`src/rtl/csa_pkg.sv`:
```
package csa_pkg;

   typedef struct packed {
      logic gen;
      logic prp;
   } pg_t;

   function automatic int unsigned ceil_div(input int unsigned num, input int unsigned den);
      return (num + den - 1) / den;
   endfunction

endpackage

```
`src/rtl/csa_pg_cell.sv`:
```
module csa_pg_cell
   import csa_pkg::*;
(
   input  logic a_bit,
   input  logic b_bit,
   output pg_t  pg
);
   always_comb begin
      pg.gen = a_bit & b_bit;
      pg.prp = a_bit ^ b_bit;
   end
endmodule

```
`src/rtl/csa_group.sv`:
```
module csa_group
   import csa_pkg::*;
#(
   parameter int unsigned GROUP_BITS = 4
) (
   input  logic [GROUP_BITS-1:0] a_slice,
   input  logic [GROUP_BITS-1:0] b_slice,
   input  logic                  grp_cin,
   output logic [GROUP_BITS-1:0] grp_sum,
   output logic                  grp_cout,
   output logic                  grp_prop
);
   pg_t  [GROUP_BITS-1:0] pg_v;
   logic [GROUP_BITS:0]   rip_c;
   logic [GROUP_BITS-1:0] prp_v;

   assign rip_c[0] = grp_cin;

   for (genvar i = 0; i < GROUP_BITS; i++) begin : g_bit
      csa_pg_cell pg_i (
         .a_bit (a_slice[i]),
         .b_bit (b_slice[i]),
         .pg    (pg_v[i])
      );
      assign prp_v[i]     = pg_v[i].prp;
      assign rip_c[i+1]   = pg_v[i].gen | (pg_v[i].prp & rip_c[i]);
      assign grp_sum[i]   = pg_v[i].prp ^ rip_c[i];
   end

   assign grp_prop = &prp_v;
   assign grp_cout = grp_prop ? grp_cin : rip_c[GROUP_BITS];
endmodule

```
`src/rtl/csa_skip_set.sv`:
```
module csa_skip_set
   import csa_pkg::*;
#(
   parameter int unsigned GROUP_BITS = 4,
   parameter int unsigned SET_GROUPS = 2,
   localparam int unsigned SET_BITS  = GROUP_BITS * SET_GROUPS
) (
   input  logic [SET_BITS-1:0]   a_set,
   input  logic [SET_BITS-1:0]   b_set,
   input  logic                  set_cin,
   output logic [SET_BITS-1:0]   set_sum,
   output logic                  set_cout,
   output logic                  set_prop,
   output logic [SET_GROUPS-1:0] g_cin,
   output logic [SET_GROUPS-1:0] g_cout,
   output logic [SET_GROUPS-1:0] g_prop
);
   assign g_cin[0] = set_cin;

   for (genvar k = 0; k < SET_GROUPS; k++) begin : g_grp
      csa_group #(.GROUP_BITS(GROUP_BITS)) grp_i (
         .a_slice  (a_set[k*GROUP_BITS +: GROUP_BITS]),
         .b_slice  (b_set[k*GROUP_BITS +: GROUP_BITS]),
         .grp_cin  (g_cin[k]),
         .grp_sum  (set_sum[k*GROUP_BITS +: GROUP_BITS]),
         .grp_cout (g_cout[k]),
         .grp_prop (g_prop[k])
      );
      if (k + 1 < SET_GROUPS) begin : g_link
         assign g_cin[k+1] = g_cout[k];
      end
   end

   assign set_prop = &g_prop;
   assign set_cout = set_prop ? set_cin : g_cout[SET_GROUPS-1];
endmodule

```
`src/rtl/carry_skip_adder.sv`:
```
module carry_skip_adder
   import csa_pkg::*;
#(
   parameter int unsigned WIDTH      = 16,
   parameter int unsigned GROUP_BITS = 4,
   parameter int unsigned SET_GROUPS = 2,
   parameter bit          USE_L2     = 1'b1
) (
   input  logic [WIDTH-1:0] op_a,
   input  logic [WIDTH-1:0] op_b,
   input  logic             carry_in,
   output logic [WIDTH-1:0] sum_o,
   output logic             carry_out
);
   localparam int unsigned NGROUPS = ceil_div(WIDTH, GROUP_BITS);
   localparam int unsigned NSETS   = USE_L2 ? ceil_div(NGROUPS, SET_GROUPS) : 1;

   // configuration legality at elaboration
   if (WIDTH == 0 || GROUP_BITS == 0 || (WIDTH % GROUP_BITS) != 0) begin : g_bad_width
      $error("carry_skip_adder: WIDTH must be a nonzero multiple of GROUP_BITS");
   end
   if (USE_L2 && (SET_GROUPS == 0 || (NGROUPS % SET_GROUPS) != 0)) begin : g_bad_set
      $error("carry_skip_adder: group count must be a multiple of SET_GROUPS");
   end

   logic [NGROUPS-1:0] grp_cin;
   logic [NGROUPS-1:0] grp_cout;
   logic [NGROUPS-1:0] grp_prop;
   logic [NSETS-1:0]   set_cin;
   logic [NSETS-1:0]   set_cout;
   logic [NSETS-1:0]   set_prop;

   if (USE_L2) begin : g_two_level
      localparam int unsigned SET_BITS = GROUP_BITS * SET_GROUPS;
      assign set_cin[0] = carry_in;
      for (genvar s = 0; s < NSETS; s++) begin : g_set
         csa_skip_set #(.GROUP_BITS(GROUP_BITS), .SET_GROUPS(SET_GROUPS)) set_i (
            .a_set    (op_a[s*SET_BITS +: SET_BITS]),
            .b_set    (op_b[s*SET_BITS +: SET_BITS]),
            .set_cin  (set_cin[s]),
            .set_sum  (sum_o[s*SET_BITS +: SET_BITS]),
            .set_cout (set_cout[s]),
            .set_prop (set_prop[s]),
            .g_cin    (grp_cin[s*SET_GROUPS +: SET_GROUPS]),
            .g_cout   (grp_cout[s*SET_GROUPS +: SET_GROUPS]),
            .g_prop   (grp_prop[s*SET_GROUPS +: SET_GROUPS])
         );
         if (s + 1 < NSETS) begin : g_link
            assign set_cin[s+1] = set_cout[s];
         end
      end
      assign carry_out = set_cout[NSETS-1];
   end else begin : g_one_level
      assign grp_cin[0] = carry_in;
      for (genvar k = 0; k < NGROUPS; k++) begin : g_grp
         csa_group #(.GROUP_BITS(GROUP_BITS)) grp_i (
            .a_slice  (op_a[k*GROUP_BITS +: GROUP_BITS]),
            .b_slice  (op_b[k*GROUP_BITS +: GROUP_BITS]),
            .grp_cin  (grp_cin[k]),
            .grp_sum  (sum_o[k*GROUP_BITS +: GROUP_BITS]),
            .grp_cout (grp_cout[k]),
            .grp_prop (grp_prop[k])
         );
         if (k + 1 < NGROUPS) begin : g_link
            assign grp_cin[k+1] = grp_cout[k];
         end
      end
      assign set_cin[0]  = carry_in;
      assign set_prop[0] = &grp_prop;
      assign set_cout[0] = grp_cout[NGROUPS-1];
      assign carry_out   = grp_cout[NGROUPS-1];
   end
endmodule

```
`config.mk`:
```
export PLATFORM = sky130hd
export DESIGN_NAME = carry_skip_adder
export DESIGN_NICKNAME = d
export VERILOG_FILES = /design/src/rtl/csa_pkg.sv /design/src/rtl/csa_pg_cell.sv /design/src/rtl/csa_group.sv /design/src/rtl/csa_skip_set.sv /design/src/rtl/carry_skip_adder.sv
export SDC_FILE = /design/constraint.sdc
export NUM_CORES = 1
export LEC_CHECK = 0
export BUFFER_PORTS_ARGS = -buffer_cell sky130_fd_sc_hd__buf_2
export CAP_MARGIN = 20
export CORE_AREA = 2 2 43 45
export DETAILED_ROUTE_END_ITERATION = 10
export DIE_AREA = 0 0 45 47
export PLACE_DENSITY = 0.89
export RECOVER_POWER = 25
export REMOVE_ABC_BUFFERS = 1
export SYNTH_ARGS = -nofsm -noshare
export SYNTH_HDL_FRONTEND = slang
export SYNTH_SLANG_ARGS = --single-unit
export TNS_END_PERCENT = 10
```
`constraint.sdc`:
```
create_clock -name vclk -period 9
set_input_delay 0 -clock vclk [all_inputs]
set_output_delay 0 -clock vclk [all_outputs]
set_load 0.01 [all_outputs]
```
==> results of run 1 <==
-- cell usage after synthesis --
master	count
a21oi_1	1
a22oi_1	1
a41oi_1	1
fa_1	16
ha_1	16
inv_1	9
mux2_4	1
nand2_1	2
nand4_1	4
nor2_1	3
o21ai_2	1
-- kinds of logic (layout without fill, tap and decap cells) --
logic type / Yosys count / in the layout / share of synthesized area, %
AOI/OAI and AO/OA: 4 / 4 / 4.67
adders and majority gates: 32 / 32 / 80.9
buffers and inverters: 9 / 59 / 5.25
muxes: 1 / 1 / 2.33
and+or+nand+nor: 9 / 9 / 6.81
-- critical path, cell delays in order --
cell and delay (ps):
buf_2 110, inv_1 70, fa_1 160, inv_1 50
fa_1 380, fa_1 390, fa_1 380, mux2_4 300
fa_1 400, fa_1 390, fa_1 380, fa_1 360
a41oi_1 210, nor2_1 90, fa_1 380, fa_1 390
fa_1 390, fa_1 390, nand2_1 70, nand2_1 70
fa_1 380, fa_1 390, fa_1 380, inv_1 80
fa_1 410, inv_1 60, buf_2 120
-- through the flow --
step | area, um2 | setup WS, ps
2_1_floorplan | 643 | 2300
6_report | 910 | 1830
4_1_cts | 915 | 1760
3_5_place_dp | 915 | 1790
5_1_grt | 910 | 1430
3_3_place_gp | 915 | 1900
-- power by group --
part	internal (mW)	switching (mW)
registers	0	0
clock network	0	0
logic	0.0269	0.0325
-- routing by layer --
layer  vias up  GRT usage [%]  wire length [um]
met5         -              0                 0
met4         0              0                 0
met3         0              0                97
met2        26           29.7               721
met1       264           14.6               425
li1        275              -                 -
-- final cells by class --
cell class | count | area (um2)
Timing Repair Buffer | 50 | 245
Multi-Input combinational cell | 46 | 609
Tap cell | 17 | 21.3
Inverter | 9 | 33.8
Fill cell | 151 | 742
-- cells in the final DEF, fill, tap and decap left out --
master / netlist / routed
a22oi_1: 1 / 1
o21ai_2: 1 / 1
clkbuf_1: 0 / 4
nand2_1: 2 / 2
a41oi_1: 1 / 1
buf_2: 0 / 46
a21oi_1: 1 / 1
ha_1: 16 / 16
nand4_1: 4 / 4
fa_1: 16 / 16
nor2_1: 3 / 3
mux2_4: 1 / 1
inv_1: 9 / 9
-- final timing paths --
check | depth (start not counted) | endpoint | from
setup / recovery | 27 | sum_o[15] | op_a[0]
hold / removal | 3 | sum_o[8] | op_b[8]
==> metrics.md, run 1 <==
| Metric | Value |
|---|---|
| Status | completed |
| Vias in the first global route | between 500 and 600 |
| Initial Util | 38.9% |
| Post-synth cell types | 11 |
| Initial antenna violation count | 0 |
| Final Core Density | roughly 55% |
| Wire length per cell | approximately 10 um |
| Number of synthesis warnings | 0 |
| Syn Inst Count | 55 |
| Routed vias | 565 |
| Hold Worst Slack | 365 ps |
| I/O pins | 50 |
| Required @ worst endpoint | ~9000 ps |
| Layout cells sized above 1 | a little under half |
| Antenna Violating Nets Remaining | 0 |
| Placed Cells | about 120 |
| Sequential area share after synthesis | 0% |
| Max_cap viols | 0 |
| Number of buffers added on ports | 50 |
| Setup Buffers After CTS | 0 |
| Setup Viol. Count Final | 0 |
| Worst Setup Start Kind | input port |
| CTS resizes | 0 |
| FF+latch count | 0 |
| Pre-antenna DRT Iters | 2 |
| Post-DP HPWL | 1250 um |
| # clk buffers | 0 |
| Final nets | around 170 |
| Final Cycle Share | about four fifths |
| Yosys top cell by area | fa_1 |
| Slew HR | between 80% and 90% |
| P per Cell Area | about 65 nW/um2 |
| Placement Rows | 15 |
| Final non-filler cell total | roughly 120 |
| Final min period | roughly 7000 ps |
| Worst Path Arrival | just over 7000 ps |
| Setup TNS | 0 ps |
| Grt total ovfl | 0 |
| Layout area overhead | 41.4% |
| Worst-case vdd ir drop | 0.0422 mV |
| Synth top area share | 49.8% |
| N_diodes | 0 |
| Aggregate global-route resource usage | a little over an eighth |
| Slew @ Worst Pin | a little over 200 ps |
| Hold Buf Count CTS | 0 |
| First-pass GRT wire length | between 2000 and 2500 um |
| Hold Violations, Final | 0 |
| Vias/cell | between 4 and 5 |
| Crit Path Max Fanout | 3 |
| RSZ-0062 raised after global routing | no |
| Lkg Pwr | ~0.51 nW |
| Die footprint | between 2000 and 2500 um2 |
| Die Span Y | approximately 47 um |
| Mapped Area | roughly 640 um2 |
| Crit path kind | input port to primary output |
| Total power | 0.0594 mW |
| Pin count of the biggest net entering global routing | 4 |
| HP Class | input port to primary output |
| Fmax | 139 MHz |
| CP endpoint kind | primary output |
| Slew Limit Fails | 0 |
| Detailed Route Iter0 Violations | 1 |
| Final WL | ~1200 um |
| RD Place Congestion | 0.710 |
| Synth area leaders | fa_1 (50%), ha_1 (31%), inv_1 (5.3%) |
| Core region area | around 1700 um2 |
| Die width | approximately 45 um |
| Register area | 0 um2 |
| Post-route DRC | 0 |
| Syn_area_per_cell | between 10 and 15 um2 |
No activity file was read; power rests on OpenSTA's default activity.
==> inputs of run 2 (changes only) <==
clock period = 7.1 ns   (was 9 ns; I/O delays follow)
==> run 2 against run 1 <==
Die area did not move. Routed wire length rose by 20%. Cell area grew 4.3%. Critical endpoint unchanged. Highest routed layer unchanged.
==> metrics.md, run 2 (synthesis results as in run 1) <==
| Metric | Value |
|---|---|
| Status | completed |
| Final Cycle Share | 95.5% |
| Initial Util | between 30% and 40% |
| Hold Buf Count CTS | 0 |
| Post-DP HPWL | roughly 1400 um |
| Seq pwr share | 0% |
| Post-place setup slack | -155 ps |
| RSZ-0062 raised after global routing | no |
| Pin count of the biggest net entering global routing | 4 |
| Crit path launch | op_a[0] |
| HP Class | input port to primary output |
| Final nets | 173 |
| Worst-case vdd ir drop | about 0.052 mV |
| Setup ws final | approximately 320 ps |
| Setup Buffers After CTS | 0 |
| FF+latch count | 0 |
| Met1 wire length | ~440 um |
| Placement Rows | 15 |
| Post-route DRC | 0 |
| Die Span Y | around 47 um |
| Layout area overhead | 47.5% |
| Launch point of the worst hold path | op_b[12] |
| Max_cap viols | 0 |
| Most used cell along the critical path | fa_2 |
| Slew Limit Fails | 0 |
| Commonest non-fill, non-tap cell in the layout | buf_2 |
| Power Internal | about 0.038 mW |
| I/O pins | 50 |
| Most frequent cells in the layout | buf_2 (47), ha_1 (16), inv_1 (9), fa_2 (9), fa_1 (7) |
| Final min period | approximately 6800 ps |
| Number of buffers added on ports | 50 |
| Worst path bufs/invs | 6 |
| Max stage delay cell, worst path | fa_1 |
| Core region area | 1650 um2 |
| Sw Pwr | ~0.044 mW |
| Routed vias | 570 |
| Die width | 45 um |
| Crit Path Max Fanout | 2 |
| Routed met3 length | 97 um |
| N_diodes | 0 |
| First-pass GRT wire length | 2430 um |
| Switch share | a little over half |
| Vias in the first global route | 593 |
| Layout cells sized above 1 | around 57% |
| Setup Viol. Count Final | 0 |
| Crit path kind | input port to primary output |
| Grt total ovfl | 0 |
| CP endpoint kind | primary output |
| Final WL | 1490 um |
| Slew @ Worst Pin | around 170 ps |
| Hold Violations, Final | 0 |
| Worst Path Arrival | between 6000 and 7000 ps |
| P per Cell Area | roughly 86 nW/um2 |
| RD Place Congestion | 0.738 |
| Antenna Violating Nets Remaining | 0 |
| Initial antenna violation count | 0 |
| Slew HR | 88.6% |
| Vias/cell | approximately 4.6 |
| Fillers | between 150 and 200 |
| Clk network pwr share | 0% |
| Top Metal Used | met3 |
| Pre-antenna DRT Iters | 2 |
| Die footprint | between 2000 and 2500 um2 |
| Worst Setup Start Kind | input port |
| Combinational fraction of design power | 100.0% |
| # clk buffers | 0 |
| Fmax | between 100 and 150 MHz |
| Lkg Pwr | 0.509 nW |
| Aggregate global-route resource usage | between 15 and 20% |
| Metal2 WL | 952 um |
| Worst path max stage delay | roughly 400 ps |
| Cell family with most CP delay | adder cells |
| Final Core Density | between 50% and 60% |
| Register area | 0 um2 |
| Required @ worst endpoint | around 7100 ps |
| Wire length per cell | about 12 um |
| Detailed Route Iter0 Violations | 1 |
-- run 2: cell count changes in the layout (fill, tap and decap cells not counted), sizes merged --
cell	before	now
clkbuf	4	3
buf	46	48
-- run 2: power groups by stage --
stage | clock (mW) | combinational [mW] | sequential [mW]
global placement | 0 | 0.0756 | 0
finish | 0 | 0.0813 | 0
CTS | 0 | 0.0821 | 0
floorplan | 0 | 0.0454 | 0
global route | 0 | 0.0927 | 0
detailed placement | 0 | 0.0799 | 0
-- run 2: worst min-delay path: stages --
cell and delay [ps]:
buf_2 100, fa_1 150, buf_2 130
-- run 2: worst paths after layout --
check	to	slack, ps	cells past startpoint
worst max-delay path	sum_o[15]	320	27
worst min-delay path	sum_o[12]	380	3
-- run 2: final cells by class --
cell class	instances	area, um2	share of cell area (%)
tap	17	21.3	2.24
multi-input combinational	46	639	67.4
timing repair buffer	51	254	26.8
inverter	9	33.8	3.56
-- run 2: per-layer routing --
layer / up-vias / track usage [%]
met5: - / 0
met4: 0 / 0
met3: 0 / 0.385
met2: 26 / 34.0
met1: 270 / 17.3
li1: 274 / -
-- run 2: through the flow --
stage | TNS [ps] | instance area, um2 | std cells | power, mW | hold WS [ps]
global placement | 0 | 922 | 123 | 0.0756 | 365
floorplan | 0 | 643 | 55 | 0.0454 | 188
CTS | 0 | 937 | 123 | 0.0821 | 371
global route | 0 | 948 | 123 | 0.0927 | 394
detailed placement | -155 | 922 | 123 | 0.0799 | 370
finish | 0 | 948 | 123 | 0.0813 | 375
-- run 2: repair_timing --
action	in CTS	in global routing
endpoints found under the hold margin	0	0
setup endpoints to repair	1	2
pin swaps	0	0
gates resized for setup	4	6
